File: src/rtl/mc_ctrl_fsm.sv
module mc_ctrl_fsm #(
  parameter int OP_W = 6,
  parameter int FN_W = 6,
  parameter logic [OP_W-1:0] OP_ALU = 6'h00,
  parameter logic [OP_W-1:0] OP_LD  = 6'h23,
  parameter logic [OP_W-1:0] OP_ST  = 6'h2b,
  parameter logic [OP_W-1:0] OP_BEQ = 6'h04,
  parameter logic [OP_W-1:0] OP_JMP = 6'h02,
  parameter logic [FN_W-1:0] FN_ADD = 6'h20,
  parameter logic [FN_W-1:0] FN_SUB = 6'h22,
  parameter logic [FN_W-1:0] FN_AND = 6'h24,
  parameter logic [FN_W-1:0] FN_OR  = 6'h25,
  parameter logic [FN_W-1:0] FN_SLT = 6'h2a
) (
  input  logic            clk,
  input  logic            rst_n,
  input  logic [OP_W-1:0] opcode,
  input  logic [FN_W-1:0] funct,
  input  logic            alu_zero,
  output logic            mem_rd,
  output logic            mem_wr,
  output logic            addr_sel,
  output logic            ir_wr,
  output logic            pc_wr,
  output logic            pc_wr_cond,
  output logic            pc_en,
  output logic            reg_wr,
  output logic            dst_sel,
  output logic            wb_sel,
  output logic            alu_a_sel,
  output logic [1:0]      alu_b_sel,
  output logic [1:0]      alu_op,
  output logic [2:0]      alu_ctl,
  output logic [1:0]      pc_src
);

  typedef enum logic [3:0] {
    S_FETCH, S_DECODE, S_ADDR, S_LDMEM, S_LDWB,
    S_STMEM, S_EXEC, S_RWB, S_BRANCH, S_JUMP
  } step_t;

  localparam logic [1:0] OPC_ADD = 2'd0;
  localparam logic [1:0] OPC_SUB = 2'd1;
  localparam logic [1:0] OPC_FN  = 2'd2;

  step_t cur, nxt;

  always_ff @(posedge clk) begin
    if (!rst_n) cur <= S_FETCH;
    else        cur <= nxt;
  end

  always_comb begin
    nxt = S_FETCH;
    case (cur)
      S_FETCH:  nxt = S_DECODE;
      S_DECODE: begin
        if      (opcode == OP_ALU)                     nxt = S_EXEC;
        else if (opcode == OP_LD || opcode == OP_ST)   nxt = S_ADDR;
        else if (opcode == OP_BEQ)                     nxt = S_BRANCH;
        else if (opcode == OP_JMP)                     nxt = S_JUMP;
        else                                           nxt = S_FETCH;
      end
      S_ADDR:   nxt = (opcode == OP_LD) ? S_LDMEM : S_STMEM;
      S_LDMEM:  nxt = S_LDWB;
      S_EXEC:   nxt = S_RWB;
      default:  nxt = S_FETCH;
    endcase
  end

  always_comb begin
    mem_rd = 1'b0; mem_wr = 1'b0; addr_sel = 1'b0; ir_wr = 1'b0;
    pc_wr = 1'b0; pc_wr_cond = 1'b0; reg_wr = 1'b0; dst_sel = 1'b0;
    wb_sel = 1'b0; alu_a_sel = 1'b0; alu_b_sel = 2'd0; alu_op = OPC_ADD;
    pc_src = 2'd0;
    case (cur)
      S_FETCH: begin
        mem_rd = 1'b1; ir_wr = 1'b1; pc_wr = 1'b1; alu_b_sel = 2'd1;
      end
      S_DECODE: alu_b_sel = 2'd3;
      S_ADDR: begin
        alu_a_sel = 1'b1; alu_b_sel = 2'd2;
      end
      S_LDMEM: begin
        mem_rd = 1'b1; addr_sel = 1'b1;
      end
      S_LDWB: begin
        reg_wr = 1'b1; wb_sel = 1'b1;
      end
      S_STMEM: begin
        mem_wr = 1'b1; addr_sel = 1'b1;
      end
      S_EXEC: begin
        alu_a_sel = 1'b1; alu_op = OPC_FN;
      end
      S_RWB: begin
        reg_wr = 1'b1; dst_sel = 1'b1;
      end
      S_BRANCH: begin
        alu_a_sel = 1'b1; alu_op = OPC_SUB; pc_wr_cond = 1'b1; pc_src = 2'd1;
      end
      S_JUMP: begin
        pc_wr = 1'b1; pc_src = 2'd2;
      end
      default: ;
    endcase
  end

  assign pc_en = pc_wr | (pc_wr_cond & alu_zero);

  always_comb begin
    case (alu_op)
      OPC_SUB: alu_ctl = 3'b110;
      OPC_FN: begin
        if      (funct == FN_ADD) alu_ctl = 3'b010;
        else if (funct == FN_SUB) alu_ctl = 3'b110;
        else if (funct == FN_AND) alu_ctl = 3'b000;
        else if (funct == FN_OR)  alu_ctl = 3'b001;
        else if (funct == FN_SLT) alu_ctl = 3'b111;
        else                      alu_ctl = 3'b010;
      end
      default: alu_ctl = 3'b010;
    endcase
  end


  mem_excl_chk: assert property (@(posedge clk) disable iff (!rst_n)
    !(mem_rd && mem_wr));


  decode_quiet_chk: assert property (@(posedge clk) disable iff (!rst_n)
    ir_wr |=> !(ir_wr || pc_wr || pc_wr_cond || reg_wr || mem_rd || mem_wr));


  branch_ret_chk: assert property (@(posedge clk) disable iff (!rst_n)
    pc_wr_cond |=> ir_wr);


  store_ret_chk: assert property (@(posedge clk) disable iff (!rst_n)
    mem_wr |=> ir_wr);


  load_wb_chk: assert property (@(posedge clk) disable iff (!rst_n)
    (mem_rd && addr_sel) |=> (reg_wr && wb_sel && !dst_sel));


  rtype_wb_chk: assert property (@(posedge clk) disable iff (!rst_n)
    (alu_op == OPC_FN) |=> (reg_wr && dst_sel && !wb_sel));


  wb_ret_chk: assert property (@(posedge clk) disable iff (!rst_n)
    reg_wr |=> ir_wr);

endmodule

File: config.mk
export PLATFORM = sky130hd
export DESIGN_NAME = mc_ctrl_fsm
export DESIGN_NICKNAME = d
export VERILOG_FILES = /design/src/rtl/mc_ctrl_fsm.sv
export SDC_FILE = /design/constraint.sdc
export NUM_CORES = 1
export LEC_CHECK = 0
export BUFFER_PORTS_ARGS = -buffer_cell sky130_fd_sc_hd__buf_2
export CAP_MARGIN = 20
export CORE_AREA = 4 4 41 43
export CTS_CLUSTER_SIZE = 20
export DETAILED_ROUTE_END_ITERATION = 8
export DIE_AREA = 0 0 45 47
export PLACE_DENSITY = 0.74
export SETUP_SLACK_MARGIN = 0.5
export SYNTH_ARGS = -nofsm -noshare
export SYNTH_HDL_FRONTEND = slang
export SYNTH_SLANG_ARGS = --single-unit
File: constraint.sdc
create_clock -name clk -period 4.4 [get_ports clk]
set_input_delay 0.88 -clock clk [delete_from_list [all_inputs] [get_ports clk]]
set_output_delay 0.88 -clock clk [all_outputs]
set_load 0.05 [all_outputs]
==> flow_metrics.tcl <==
set metrics [dict create \
    ys_warn_count 0 \
    post-route-period-util 0.675 \
    synth_ff_type "dfxtp_1" \
    cts-buffers-inserted 3 \
    final_util 0.530 \
    cellLeakagePower_nw 0.335 \
    hp-class "flip-flop to flip-flop" \
    crit_type "flip-flop to output pin" \
    syn_nets 92 \
    gp_congestion 0.829 \
    fmax_ghz 0.337 \
    syn_inst 74 \
    drt-initial-drc-count 24 \
    final_max_slew_viol_count 0 \
    ios 35 \
    grt_pass1_vias 522 \
    rows 13 \
    setup_viol 0 \
    h-tree-depth 1 \
    post-synth-top-count-cell "nor2_1" \
    grt_setup_unrepaired "no" \
    drive_above_1_share 0.370 \
    ctsRootBufferMaster "clkbuf_4" \
    yosys-top-cells-count "nor2_1 (11), nand2_1 (8), nor3_1 (5)" \
    largest_register_ffs 4 \
    end_kind "output pin" \
    hold_ws_ns 0.589 \
    setup_tns_ns 0 \
    cts.sinks 4 \
    p_per_area_mw_per_mm2 185 \
    core-area_mm2 0.00130 \
    drv_cap 0 \
    slew_headroom 0.776 \
    drt-total-wl_um 1350 \
    synth.area.top_cells "dfxtp_1 (16%), nor2_1 (8.4%), ha_1 (7.6%)" \
    grt_overflow 0 \
    seq_area_frac_synth 0.162 \
    cts_tree "built" \
    finish.net_count 128 \
    period_minus_slack_ns 2.97 \
    clk_latency_ns 0.23 \
    vias 621 \
    grt_max_degree 13 \
    crit_required_ns 3.52 \
    tightest_slew_ns 0.336 \
    cts_resized 0 \
    track_usage 0.132 \
    placed_cells_incl_taps 120 \
    ant_nets 0 \
    die_w_um 45 \
    startpoint_type "flip-flop" \
    clk_pin_slew_worst_paths_ns 0.04 \
    ys_ff_latch 4 \
    yosysTopAreaCell "dfxtp_1" \
    async_flop_share 0 \
    top_regs "cur x4" \
    drtPass1Iterations 4 \
    dieArea_mm2 0.00212 \
    yosysUniqueCellTypes 28 \
    dp_hpwl_um 1110 \
    io_buffers 34 \
    antenna_cells 0 \
    syn-mean-instance-area_um2 6.66 \
    wire_per_inst_um 11.0 \
    syn2layout_area_growth_pct 39.8 \
    initial_core_util 0.379 \
    drc_errors 0 \
    antenna_found_initial 0 \
    cts_buffer_depth 2 \
    crit_fanout 12 \
    fp.dieH_um 47 \
    clock_skew_ns 0.00201 \
    synth_top_area_frac 0.162 \
    synth_edf_count 0 \
    hold_viol_final 0 \
    ir_drop_mv 0.120 \
    stdcell_count 123 \
    syn_area_um2 493 \
    hold_buffers 0 \
    arrival_ns 2.09 \
    vias_per_cell 5.05 \
    grt_pass1_wl_um 2130 \
    status "completed" \
    top_register "cur" \
    cts_post_setup_buffers_inserted 0 \
]
==> cell type report <==
class	count	area [um^2]
clock buffers	3	22.5
fillers	151	612
inverters	3	11.3
multi-input cells	64	387
flip-flops and latches	4	80.1
well taps	15	18.8
repair buffers	34	170
==> critical path, stage by stage, from the launching register on <==
cell and delay [ns]:
dfxtp_1 0.51, nand2b_1 0.15, or2_2 0.35, inv_1 0.08
ha_1 0.15, and3b_1 0.18, a21oi_1 0.07, nor2b_1 0.10
buf_2 0.26
==> stage by stage <==
stage | setup slack [ns] | power, mW | instance area (um^2)
after CTS | 1.43 | 0.130 | 689
after global placement | 1.75 | 0.0824 | 667
final | 1.43 | 0.128 | 689
after floorplan | 0.977 | 0.0690 | 493
after global routing | 1.23 | 0.138 | 689
after detailed placement | 1.70 | 0.0831 | 667
==> power by group <==
part | switching (mW) | internal, mW
combinational | 0.0285 | 0.0143
sequential | 0.00230 | 0.0374
clock | 0.0147 | 0.0305
total | 0.0456 | 0.0821
==> cells in the final DEF (no fill, tap or decap), drive strengths merged <==
| cell type | instances |
|---|---|
| a21o | 1 |
| a21oi | 4 |
| a32oi | 1 |
| and2b | 1 |
| and3b | 1 |
| buf | 34 |
| clkbuf | 3 |
| dfxtp | 4 |
| ha | 3 |
| inv | 3 |
| nand2 | 8 |
| nand2b | 3 |
| nand3 | 2 |
| nand3b | 2 |
| nand4b | 2 |
| nor2 | 11 |
| nor2b | 2 |
| nor3 | 5 |
| nor3b | 2 |
| o21a | 1 |
| o21ai | 4 |
| or2 | 2 |
| or3 | 4 |
| or4 | 2 |
| xnor2 | 2 |
| xor2 | 1 |
==> path summary, 6_finish.rpt <==
check | cells after the start | end | start | slack (ns)
worst max-delay path | 8 | alu_ctl[2] | cur[1] | 1.43
worst min-delay path | 1 | cur[0] | cur[0] | 0.59
worst max register to register | 4 | cur[1] | cur[1] | 2.92
worst min register to register | 1 | cur[0] | cur[0] | 0.59
==> kinds of logic (layout without fill, tap and decap cells) <==
family | count (synthesis) | in the layout | synth area share
simple gates | 47 | 47 | 0.525
xor+xnor | 3 | 3 | 0.0533
buf+inv | 6 | 40 | 0.0533
compound gates | 11 | 11 | 0.129
flops | 4 | 4 | 0.162
fa+ha+maj | 3 | 3 | 0.0762
==> layer usage <==
| metal | GRT usage | up-vias | wire (um) |
|---|---|---|---|
| met5 | 0 | - | 0 |
| met4 | 0.0175 | 0 | 0 |
| met3 | 0.0536 | 0 | 172 |
| met2 | 0.215 | 28 | 620 |
| met1 | 0.168 | 266 | 559 |
| li1 | - | 327 | - |
No activity file was read; power rests on OpenSTA's default activity.
